### config.mk
export PLATFORM = sky130hd
export DESIGN_NAME = sram_pfw_ctrl
export DESIGN_NICKNAME = d
export VERILOG_FILES = /design/src/rtl/sram_pfw_pkg.sv /design/src/rtl/sram_phase_timer.sv /design/src/rtl/sram_seq_fsm.sv /design/src/rtl/sram_pin_reg.sv /design/src/rtl/sram_pfw_ctrl.sv
export SDC_FILE = /design/constraint.sdc
export NUM_CORES = 1
export LEC_CHECK = 0
export BUFFER_PORTS_ARGS = -buffer_cell sky130_fd_sc_hd__clkbuf_2
export CAP_MARGIN = 0
export CORE_ASPECT_RATIO = 0.75
export CORE_MARGIN = 1.5
export CORE_UTILIZATION = 40
export CTS_BUF_LIST = sky130_fd_sc_hd__clkbuf_4
export DETAILED_ROUTE_END_ITERATION = 10
export PLACE_DENSITY = 0.68
export SETUP_SLACK_MARGIN = 0.5
export SLEW_MARGIN = 20
export SYNTH_ARGS = -nofsm -noshare
export SYNTH_HDL_FRONTEND = slang
export SYNTH_HIERARCHICAL = 1
export SYNTH_SLANG_ARGS = --single-unit
### constraint.sdc
create_clock -name clk -period 2.2 [get_ports clk]
set_input_delay 0 -clock clk [delete_from_list [all_inputs] [get_ports clk]]
set_output_delay 0 -clock clk [all_outputs]
set_load 0.01 [all_outputs]
### src/rtl/sram_pfw_pkg.sv
package sram_pfw_pkg;

  typedef enum logic [2:0] {
    ST_IDLE   = 3'd0,
    ST_RD_SET = 3'd1,
    ST_RD_ACC = 3'd2,
    ST_WR_SET = 3'd3,
    ST_WR_PLS = 3'd4,
    ST_WR_HLD = 3'd5,
    ST_RECOV  = 3'd6
  } seq_st_e;

  typedef struct packed {
    logic ce_n;
    logic oe_n;
    logic we_n;
    logic dq_t;
  } pin_s;

  // Pin levels for each sequencer state
  function automatic pin_s pins_of(seq_st_e s);
    pin_s p;
    p = '{ce_n: 1'b1, oe_n: 1'b1, we_n: 1'b1, dq_t: 1'b0};
    case (s)
      ST_RD_SET: p.ce_n = 1'b0;
      ST_RD_ACC: begin p.ce_n = 1'b0; p.oe_n = 1'b0; end
      ST_WR_SET: begin p.ce_n = 1'b0; p.dq_t = 1'b1; end
      ST_WR_PLS: begin p.ce_n = 1'b0; p.we_n = 1'b0; p.dq_t = 1'b1; end
      ST_WR_HLD: p.dq_t = 1'b1;
      default:   p = '{ce_n: 1'b1, oe_n: 1'b1, we_n: 1'b1, dq_t: 1'b0};
    endcase
    return p;
  endfunction

  function automatic int max4(int a, int b, int c, int d);
    int m;
    m = a;
    if (b > m) m = b;
    if (c > m) m = c;
    if (d > m) m = d;
    return m;
  endfunction

endpackage

### src/rtl/sram_phase_timer.sv
module sram_phase_timer #(
  parameter int CNT_W = 2
) (
  input  logic             clk,
  input  logic             rst,
  input  logic             load,
  input  logic [CNT_W-1:0] load_val,
  output logic             zero
);
  logic [CNT_W-1:0] cnt_q;

  always_ff @(posedge clk) begin
    if (rst)               cnt_q <= '0;
    else if (load)         cnt_q <= load_val;
    else if (cnt_q != '0)  cnt_q <= cnt_q - 1'b1;
  end

  assign zero = (cnt_q == '0);
endmodule

### src/rtl/sram_seq_fsm.sv
module sram_seq_fsm
  import sram_pfw_pkg::*;
#(
  parameter int T_ACC   = 3,
  parameter int T_SETUP = 2,
  parameter int T_HOLD  = 1,
  parameter int T_RECOV = 2,
  parameter int CNT_W   = 2
) (
  input  logic    clk,
  input  logic    rst,
  input  logic    req_valid,
  input  logic    req_write,
  input  logic    pwr_fail,
  output seq_st_e st_d,
  output logic    accept,
  output logic    cap_rd,
  output logic    ack_q,
  output logic    err_q
);
  localparam logic [CNT_W-1:0] LD_ACC   = CNT_W'(T_ACC - 1);
  localparam logic [CNT_W-1:0] LD_SETUP = CNT_W'(T_SETUP - 1);
  localparam logic [CNT_W-1:0] LD_HOLD  = CNT_W'(T_HOLD - 1);
  localparam logic [CNT_W-1:0] LD_RECOV = CNT_W'(T_RECOV - 1);

  seq_st_e          st_q;
  logic             ld;
  logic [CNT_W-1:0] ld_val;
  logic             tmr_zero;
  logic             ack_d;
  logic             err_d;

  sram_phase_timer #(.CNT_W(CNT_W)) u_timer (
    .clk      (clk),
    .rst      (rst),
    .load     (ld),
    .load_val (ld_val),
    .zero     (tmr_zero)
  );

  always_comb begin
    st_d   = st_q;
    ld     = 1'b0;
    ld_val = '0;
    ack_d  = 1'b0;
    err_d  = err_q;
    accept = 1'b0;
    cap_rd = 1'b0;
    case (st_q)
      ST_IDLE: begin
        if (req_valid) begin
          accept = 1'b1;
          if (req_write && pwr_fail) begin
            st_d   = ST_RECOV;
            ld     = 1'b1;
            ld_val = LD_RECOV;
            ack_d  = 1'b1;
            err_d  = 1'b1;
          end else begin
            err_d = 1'b0;
            st_d  = req_write ? ST_WR_SET : ST_RD_SET;
          end
        end
      end
      ST_RD_SET: begin
        st_d   = ST_RD_ACC;
        ld     = 1'b1;
        ld_val = LD_ACC;
      end
      ST_RD_ACC: begin
        if (tmr_zero) begin
          st_d   = ST_RECOV;
          ld     = 1'b1;
          ld_val = LD_RECOV;
          ack_d  = 1'b1;
          cap_rd = 1'b1;
        end
      end
      ST_WR_SET: begin
        ld = 1'b1;
        if (pwr_fail) begin
          st_d   = ST_WR_HLD;
          ld_val = LD_HOLD;
          err_d  = 1'b1;
        end else begin
          st_d   = ST_WR_PLS;
          ld_val = LD_SETUP;
        end
      end
      ST_WR_PLS: begin
        if (pwr_fail || tmr_zero) begin
          st_d   = ST_WR_HLD;
          ld     = 1'b1;
          ld_val = LD_HOLD;
          if (pwr_fail) err_d = 1'b1;
        end
      end
      ST_WR_HLD: begin
        if (tmr_zero) begin
          st_d   = ST_RECOV;
          ld     = 1'b1;
          ld_val = LD_RECOV;
          ack_d  = 1'b1;
        end
      end
      ST_RECOV: begin
        if (tmr_zero) st_d = ST_IDLE;
      end
      default: st_d = ST_IDLE;
    endcase
  end

  always_ff @(posedge clk) begin
    if (rst) begin
      st_q  <= ST_IDLE;
      ack_q <= 1'b0;
      err_q <= 1'b0;
    end else begin
      st_q  <= st_d;
      ack_q <= ack_d;
      err_q <= err_d;
    end
  end
endmodule

### src/rtl/sram_pin_reg.sv
module sram_pin_reg
  import sram_pfw_pkg::*;
#(
  parameter int ADDR_W = 15,
  parameter int DATA_W = 8
) (
  input  logic              clk,
  input  logic              rst,
  input  seq_st_e           st_d,
  input  logic              accept,
  input  logic              cap_rd,
  input  logic [ADDR_W-1:0] req_addr,
  input  logic [DATA_W-1:0] req_wdata,
  input  logic [DATA_W-1:0] mem_dq_i,
  output logic              mem_ce_n,
  output logic              mem_oe_n,
  output logic              mem_we_n,
  output logic              mem_dq_t,
  output logic [ADDR_W-1:0] mem_addr,
  output logic [DATA_W-1:0] mem_dq_o,
  output logic [DATA_W-1:0] rsp_rdata
);
  pin_s pin_d;

  assign pin_d = pins_of(st_d);

  always_ff @(posedge clk) begin
    if (rst) begin
      mem_ce_n <= 1'b1;
      mem_oe_n <= 1'b1;
      mem_we_n <= 1'b1;
      mem_dq_t <= 1'b0;
    end else begin
      mem_ce_n <= pin_d.ce_n;
      mem_oe_n <= pin_d.oe_n;
      mem_we_n <= pin_d.we_n;
      mem_dq_t <= pin_d.dq_t;
    end
  end

  always_ff @(posedge clk) begin
    if (rst) begin
      mem_addr  <= '0;
      mem_dq_o  <= '0;
      rsp_rdata <= '0;
    end else begin
      if (accept) begin
        mem_addr <= req_addr;
        mem_dq_o <= req_wdata;
      end
      if (cap_rd) rsp_rdata <= mem_dq_i;
    end
  end
endmodule

### src/rtl/sram_pfw_ctrl.sv
module sram_pfw_ctrl
  import sram_pfw_pkg::*;
#(
  parameter int ADDR_W  = 15,
  parameter int DATA_W  = 8,
  parameter int T_ACC   = 3,
  parameter int T_SETUP = 2,
  parameter int T_HOLD  = 1,
  parameter int T_RECOV = 2
) (
  input  logic              clk,
  input  logic              rst,
  input  logic              req_valid,
  input  logic              req_write,
  input  logic [ADDR_W-1:0] req_addr,
  input  logic [DATA_W-1:0] req_wdata,
  output logic              req_ack,
  output logic [DATA_W-1:0] rsp_rdata,
  output logic              rsp_err,
  input  logic              pwr_fail,
  output logic              mem_ce_n,
  output logic              mem_oe_n,
  output logic              mem_we_n,
  output logic [ADDR_W-1:0] mem_addr,
  output logic [DATA_W-1:0] mem_dq_o,
  output logic              mem_dq_t,
  input  logic [DATA_W-1:0] mem_dq_i
);
  localparam int T_MAX = max4(T_ACC, T_SETUP, T_HOLD, T_RECOV);
  localparam int CNT_W = (T_MAX < 2) ? 1 : $clog2(T_MAX);

  seq_st_e st_d;
  logic    accept;
  logic    cap_rd;

  sram_seq_fsm #(
    .T_ACC   (T_ACC),
    .T_SETUP (T_SETUP),
    .T_HOLD  (T_HOLD),
    .T_RECOV (T_RECOV),
    .CNT_W   (CNT_W)
  ) u_fsm (
    .clk       (clk),
    .rst       (rst),
    .req_valid (req_valid),
    .req_write (req_write),
    .pwr_fail  (pwr_fail),
    .st_d      (st_d),
    .accept    (accept),
    .cap_rd    (cap_rd),
    .ack_q     (req_ack),
    .err_q     (rsp_err)
  );

  sram_pin_reg #(
    .ADDR_W (ADDR_W),
    .DATA_W (DATA_W)
  ) u_pins (
    .clk       (clk),
    .rst       (rst),
    .st_d      (st_d),
    .accept    (accept),
    .cap_rd    (cap_rd),
    .req_addr  (req_addr),
    .req_wdata (req_wdata),
    .mem_dq_i  (mem_dq_i),
    .mem_ce_n  (mem_ce_n),
    .mem_oe_n  (mem_oe_n),
    .mem_we_n  (mem_we_n),
    .mem_dq_t  (mem_dq_t),
    .mem_addr  (mem_addr),
    .mem_dq_o  (mem_dq_o),
    .rsp_rdata (rsp_rdata)
  );
endmodule

==> results.cfg, run 1 <==
[outcome]
status = finished clean

[clock_network]
clk_pin_slew_worst_paths_ns = 0.12
cts_buffer_depth = 2
numCtsBuffers = 5
clock_latency_ns = 0.34
root_buffer = clkbuf_4
cts_sinks = 42
cts_tree = built
h-tree-depth = 2

[finish]
drive_gt1_share_pct = 39.3
ff_latch_area_um2 = 855
fin_area_um2 = 2650
final_common_cell = clkbuf_2
final_cell_mix = clkbuf_2 (73), dfxtp_1 (37), nor2_1 (33)
multi_input_area_um2 = 886
syn_to_final_growth_pct = 47.8
nFillCells = 367
num-nets-final = 326
instances_no_fill = 345
antennaDiodeCount = 0
fin_util_pct = 63.5

[setup_path]
path_buf_inv = 1
end_kind = register
crit_arrival_ns = 1.91
crit_chain = buf_4 > and2b_1 > o211ai_1 > nand3_2 > or4b_4
reg2reg_from = u_fsm/st_q[2]
r2r_slack_ns = 0.53
startpoint_type = register
cp_top_family = simple AND/OR/NAND/NOR gates
worstSetupPathType = reg2reg
critPathMaxStageDelay_ns = 0.54
worst-path-max-fanout = 12
crit_required_ns = 2.43
slowest_stage = or4b_4
reg2reg_to = u_pins/mem_oe_n
r2r_cells = 5

[pwr]
power_mw = 2.67
power.leakage_nw = 1.20
irDropWorstVdd_mv = 0.445
power.density_nw_per_um2 = 1010

[hold_path]
hold_class = in2reg
min_to = u_fsm/err_q
holdPathStages = 3
min_from = pwr_fail

[floorplan]
core_um2 = 4180
die_w_um = 80.4
die_y_um = 61.0
ios = 73
num_rows = 20
initial_core_util_pct = 43.0
die_area_um2 = 4900

[global_route]
grtUsageTotal_pct = 18.5
grt_pass1_wl_mm = 6.82
antenna_found_initial = 0
grt_pass1_vias = 1536
overflow = 0
grt_max_degree = 27

[yosys]
async_flop_share_pct = 0
ys.warnings.count = 6
synth_edf_count = 0
synth-seq-area-share_pct = 46.8
syn_area_per_cell_um2 = 10.1
netlist_area_um2 = 1800
synth.distinct_cells = 45
syn_nets = 215
synthCells = 178
ys_seq_elements = 42
ys.flop_type = dfxtp_1

[sta]
setup_viol = 0
rsz0062_at_grt = yes
hold_viol = 0
slew_viol_final = 0
fmax_ghz = 0.597
timing.final.ws_setup_ns = 0.526
final.setup.tns_ns = 0
whs_ns = 0.0318
slew_headroom_pct = 66.5
period_share_pct = 76.1
tightest_slew_ns = 0.503
fin_crit_ns = 1.67
skew_ns = 0.0111

[route]
vias_per_cell = 4.78
route.vias.total = 1649
ant_nets = 0
postRouteWirelength_mm = 4.33
drt_iter0_markers = 90
drc_errors = 0
wire_per_inst_um = 12.6
dr.pass1.iters = 4

[place]
place_hpwl_mm = 2.52
dp_cells = 297
place_worst_setup_slack_ns = 0.316
portBuffers = 72
place_area_um2 = 2170
finalWeightedCongestion = 0.851

[flow_run]
cap_violations = 0
-- where the power goes --
group	leakage [nW]	internal, mW	switching, mW	total [mW]
sequential	0.347	0.939	0.131	1.07
clock	0.0286	0.119	0.242	0.361
combinational	0.825	0.629	0.611	1.24
total	1.20	1.69	0.985	2.67
-- area by class of cell --
| type | instances | area share, % |
|---|---|---|
| tap | 55 | 2.59 |
| timing repair buffer | 116 | 29.2 |
| clock inverter | 3 | 0.613 |
| inverter | 4 | 0.566 |
| multi-input combinational | 120 | 33.4 |
| clock buffer | 5 | 1.41 |
| sequential | 42 | 32.2 |
-- timing repair --
action,in CTS,in global routing
hold endpoints to repair,32,0
buffers inserted,0,8
resized for setup,6,13
hold buffers,32,0
setup endpoints to repair,26,7
pin swaps,0,7
cloned,0,0
-- worst max path at each step --
| stage | startpoint | end | slack, ns | cells past startpoint |
|---|---|---|---|---|
| 6_report | u_fsm/st_q[2] | u_pins/mem_oe_n | 0.53 | 5 |
| 5_1_grt | u_fsm/st_q[2] | u_pins/mem_oe_n | 0.47 | 5 |
| 4_1_cts | u_fsm/st_q[0] | u_pins/mem_oe_n | 0.48 | 4 |
| 3_5_place_dp | u_fsm/st_q[2] | u_pins/mem_oe_n | 0.32 | 4 |
| 3_3_place_gp | u_fsm/st_q[2] | u_pins/mem_oe_n | 0.35 | 4 |
| 2_1_floorplan | u_fsm/u_timer/cnt_q[0] | u_pins/mem_oe_n | 0.50 | 7 |
-- cells in the mapped netlist, drive strengths merged, types with 2 or more instances --
master | n | share of area, %
and2b | 2 | 0.84
nand2 | 5 | 1.2
o211ai | 2 | 0.84
a21oi | 6 | 1.7
nand3 | 2 | 0.56
nand3b | 3 | 1.3
nor3 | 3 | 0.84
mux2i | 31 | 17
and3b | 2 | 1.0
o21ai | 3 | 0.84
or3 | 2 | 0.70
nor2 | 34 | 7.1
dfxtp | 42 | 47
nand2b | 3 | 1.0
inv | 4 | 0.84
buf | 11 | 4.7
-- cell families (layout without fill, tap and decap cells) --
kind of cell,count (synthesis),count (layout),share of synthesized area (%)
AO/OA/AOI/OAI,22,22,8.99
flip-flops,42,42,46.8
XOR/XNOR,2,2,0.976
adder cells (fa/ha/maj),1,1,0.697
AND/OR/NAND/NOR,64,64,19.4
multiplexers,31,31,17.3
buffers and inverters,16,128,5.78
-- per-layer routing --
| metal | up-vias | track usage (%) | part of all wire (%) | wire length, um |
|---|---|---|---|---|
| met5 | - | 0 | 0 | 0 |
| li1 | 839 | - | - | - |
| met2 | 56 | 30.6 | 47 | 2030 |
| met1 | 750 | 22.2 | 45 | 1930 |
| met4 | 0 | 7.14 | 1.3 | 57 |
| met3 | 4 | 7.11 | 7.3 | 316 |
-- sequential cells by signal (all words and copies together) (netlist names) --
register / flops
u_fsm/ack_q: 1
u_fsm/err_q: 1
u_fsm/st_q: 3
u_fsm/u_timer/cnt_q: 2
u_pins/mem_addr: 15
u_pins/mem_ce_n: 1
u_pins/mem_dq_o: 8
u_pins/mem_dq_t: 1
u_pins/mem_oe_n: 1
u_pins/mem_we_n: 1
u_pins/rsp_rdata: 8
-- worst min-delay path: stages --
cell and delay (ns):
clkbuf_2 0.14, nand2_1 0.12, a221oi_2 0.07
Note: power is estimated with default switching activity, not from simulation.
==> inputs of run 2 (changes only) <==
Settings changed: ABC_AREA set to 1, PLACE_DENSITY 0.68 to 0.72.
Clock period 2.2 ns to 1.5 ns, I/O delays scaled along.
==> results.cfg, run 2 <==
[sta]
fmax_ghz = 0.679
slew_headroom_pct = 67.1
setup_viol = 0
rsz0062_at_grt = yes
timing.final.ws_setup_ns = 0.0275
fin_crit_ns = 1.47
tightest_slew_ns = 0.493
skew_ns = 0.0146
period_share_pct = 98.2
hold_viol = 5
whs_ns = -0.0601
slew_viol_final = 0

[yosys]
ys.warnings.count = 6
ys_seq_elements = 42
syn_area_per_cell_um2 = 7.38
ys.flop_type = dfxtp_1
synthCells = 230
synth_edf_count = 0
netlist_area_um2 = 1700
async_flop_share_pct = 0
synth_area_leaders = dfxtp_1 (50%), nor2_1 (15%), o21ai_0 (9.1%)
syn_nets = 267
yosys.area.top_type = dfxtp_1
synth.most_common_cell = nor2_1
synth-seq-area-share_pct = 49.5
synth_top_area_share_pct = 49.5
synth.distinct_cells = 22
synth_common_cells = nor2_1 (70), dfxtp_1 (42), o21ai_0 (31)

[outcome]
status = finished, violations left
failed_checks = hold timing

[clock_network]
clk_pin_slew_worst_paths_ns = 0.13
h-tree-depth = 2
cts_sinks = 42
root_buffer = clkbuf_4
cts_buffer_depth = 2
ctsHoldBuffers = 32
clock_latency_ns = 0.35
cts_tree = built
numCtsBuffers = 5

[place]
finalWeightedCongestion = 0.988
place_hpwl_mm = 2.80
place_area_um2 = 2140
place_worst_setup_slack_ns = 0.0465
portBuffers = 72

[floorplan]
die_w_um = 78.2
initial_core_util_pct = 41.9
ios = 73
num_rows = 20
die_area_um2 = 4650
die_y_um = 59.4
core_um2 = 4050

[setup_path]
crit_arrival_ns = 1.71
critPathMaxStageDelay_ns = 0.36
crit_top_cell = inv_2
crit_chain = inv_2 > ha_4 > nor2_2 > nand3b_1 > nand3_2 > nor2_4 > inv_2 > o21ai_2 > nand3_1
startpoint_type = register
slowest_stage = dfxtp_2
worst-path-max-fanout = 5
end_kind = register
worstSetupPathType = reg2reg
crit_required_ns = 1.74

[route]
ant_nets = 0
postRouteWirelength_mm = 5.78
drc_errors = 0
drt_iter0_markers = 90
vias_per_cell = 4.79
dr.pass1.iters = 4
route.vias.total = 1981
wire_per_inst_um = 13.9

[finish]
nFillCells = 311
final_common_cell = clkbuf_2
drive_gt1_share_pct = 43.2
syn_to_final_growth_pct = 74.4
fin_area_um2 = 2960
largest_register_ffs = 15
num-nets-final = 395
antennaDiodeCount = 0
final_cell_mix = clkbuf_2 (72), nor2_1 (61), dfxtp_1 (37)
reg_top3 = u_pins/mem_addr x15, u_pins/mem_dq_o x8, u_pins/rsp_rdata x8
max_flop_register = u_pins/mem_addr

[pwr]
p_switching_mw = 2.64
switching_share_pct = 41.7
p_comb_share_pct = 59.8
power.density_nw_per_um2 = 2130
power.leakage_nw = 1.47
clkPwrFrac_pct = 11.3
p_seq_share_pct = 28.9
irDropWorstVdd_mv = 1.22
power.internal_mw = 3.68

[hold_path]
hold_class = in2reg

[global_route]
grt_max_degree = 34
grt_pass1_vias = 1999
overflow = 0
grt_pass1_wl_mm = 9.18
grtUsageTotal_pct = 25.6
antenna_found_initial = 0

[flow_run]
cap_violations = 0
run 2: cell types whose count changed after synthesis, moves of 8 or more:
| cell | change |
|---|---|
| nor2_1 | +36 |
| mux2i_1 | -31 |
| o21ai_0 | +30 |
| inv_1 | +15 |
| nand2_1 | +15 |
| nand3_1 | +8 |
run 2: kinds of logic after synthesis:
logic type               share of synthesized area, %
AND/OR/NAND/NOR                                  29.3
buffers and inverters                            7.44
AO/OA/AOI/OAI                                    13.0
adder cells (fa/ha/maj)                         0.737
flip-flops                                       49.5
run 2: path summary, 6_finish.rpt:
path	from	end	slack [ns]	depth (start not counted)
hold / removal	rst	u_fsm/st_q[1]	-0.06	2
setup reg to reg	u_fsm/u_timer/cnt_q[1]	u_pins/mem_ce_n	0.03	9
hold reg to reg	u_fsm/err_q	u_fsm/err_q	0.48	2
setup / recovery	u_fsm/u_timer/cnt_q[1]	u_pins/mem_ce_n	0.03	9
run 2: final cells by class:
| cell class | count | area (um2) | area share [%] |
|---|---|---|---|
| clock buffer | 5 | 37.5 | 1.27 |
| clock inverter | 3 | 40.0 | 1.35 |
| inverter | 23 | 104 | 3.51 |
| multi-input combinational | 158 | 860 | 29.0 |
| sequential | 42 | 855 | 28.9 |
| tap | 55 | 68.8 | 2.32 |
| timing repair buffer | 128 | 997 | 33.7 |
run 2: stage by stage:
stage / power (mW) / utilization, % / hold WS (ns) / instances / TNS [ns]
floorplan: 3.43 / - / 0.0593 / 230 / 0
global placement: 4.05 / 52.7 / 0.220 / 352 / 0
detailed placement: 4.10 / 52.7 / 0.229 / 352 / 0
CTS: 5.93 / 71.0 / -0.0768 / 411 / 0
global route: 6.73 / 73.1 / -0.0347 / 414 / -0.176
finish: 6.32 / 73.1 / -0.0601 / 414 / 0
run 2: repair_timing:
action,4_1_cts,5_1_grt
setup buffers,16,3
hold endpoints to repair,38,3
gates resized for setup,35,16
gates cloned,3,0
pin swaps,13,14
setup endpoints to repair,42,42
run 2: power by group through the flow:
stage                     combinational, mW  clock [mW]  sequential (mW)
after floorplan                        1.43           0             1.99
after global placement                 2.21           0             1.84
after detailed placement               2.26           0             1.84
after CTS                              3.40       0.730             1.80
after global routing                   4.08       0.770             1.88
final                                  3.78       0.714             1.83
run 2: per-layer routing:
metal | vias to the layer above | routed length [um] | track usage (%) | share of wire [%]
li1 | 990 | - | - | -
met1 | 896 | 2530 | 30.2 | 44
met2 | 77 | 2700 | 44.5 | 47
met3 | 18 | 367 | 7.08 | 6.4
met4 | 0 | 170 | 11.2 | 2.9
met5 | - | 0 | 0 | 0
run 2: critical path, delay by kind of cell (launching register included):
| kind | cells | cell delay (ns) |
|---|---|---|
| and+or+nand+nor | 5 | 0.59 |
| DFF | 1 | 0.36 |
| adders and majority gates | 1 | 0.18 |
| buffers and inverters | 2 | 0.12 |
| AOI/OAI and AO/OA | 1 | 0.11 |
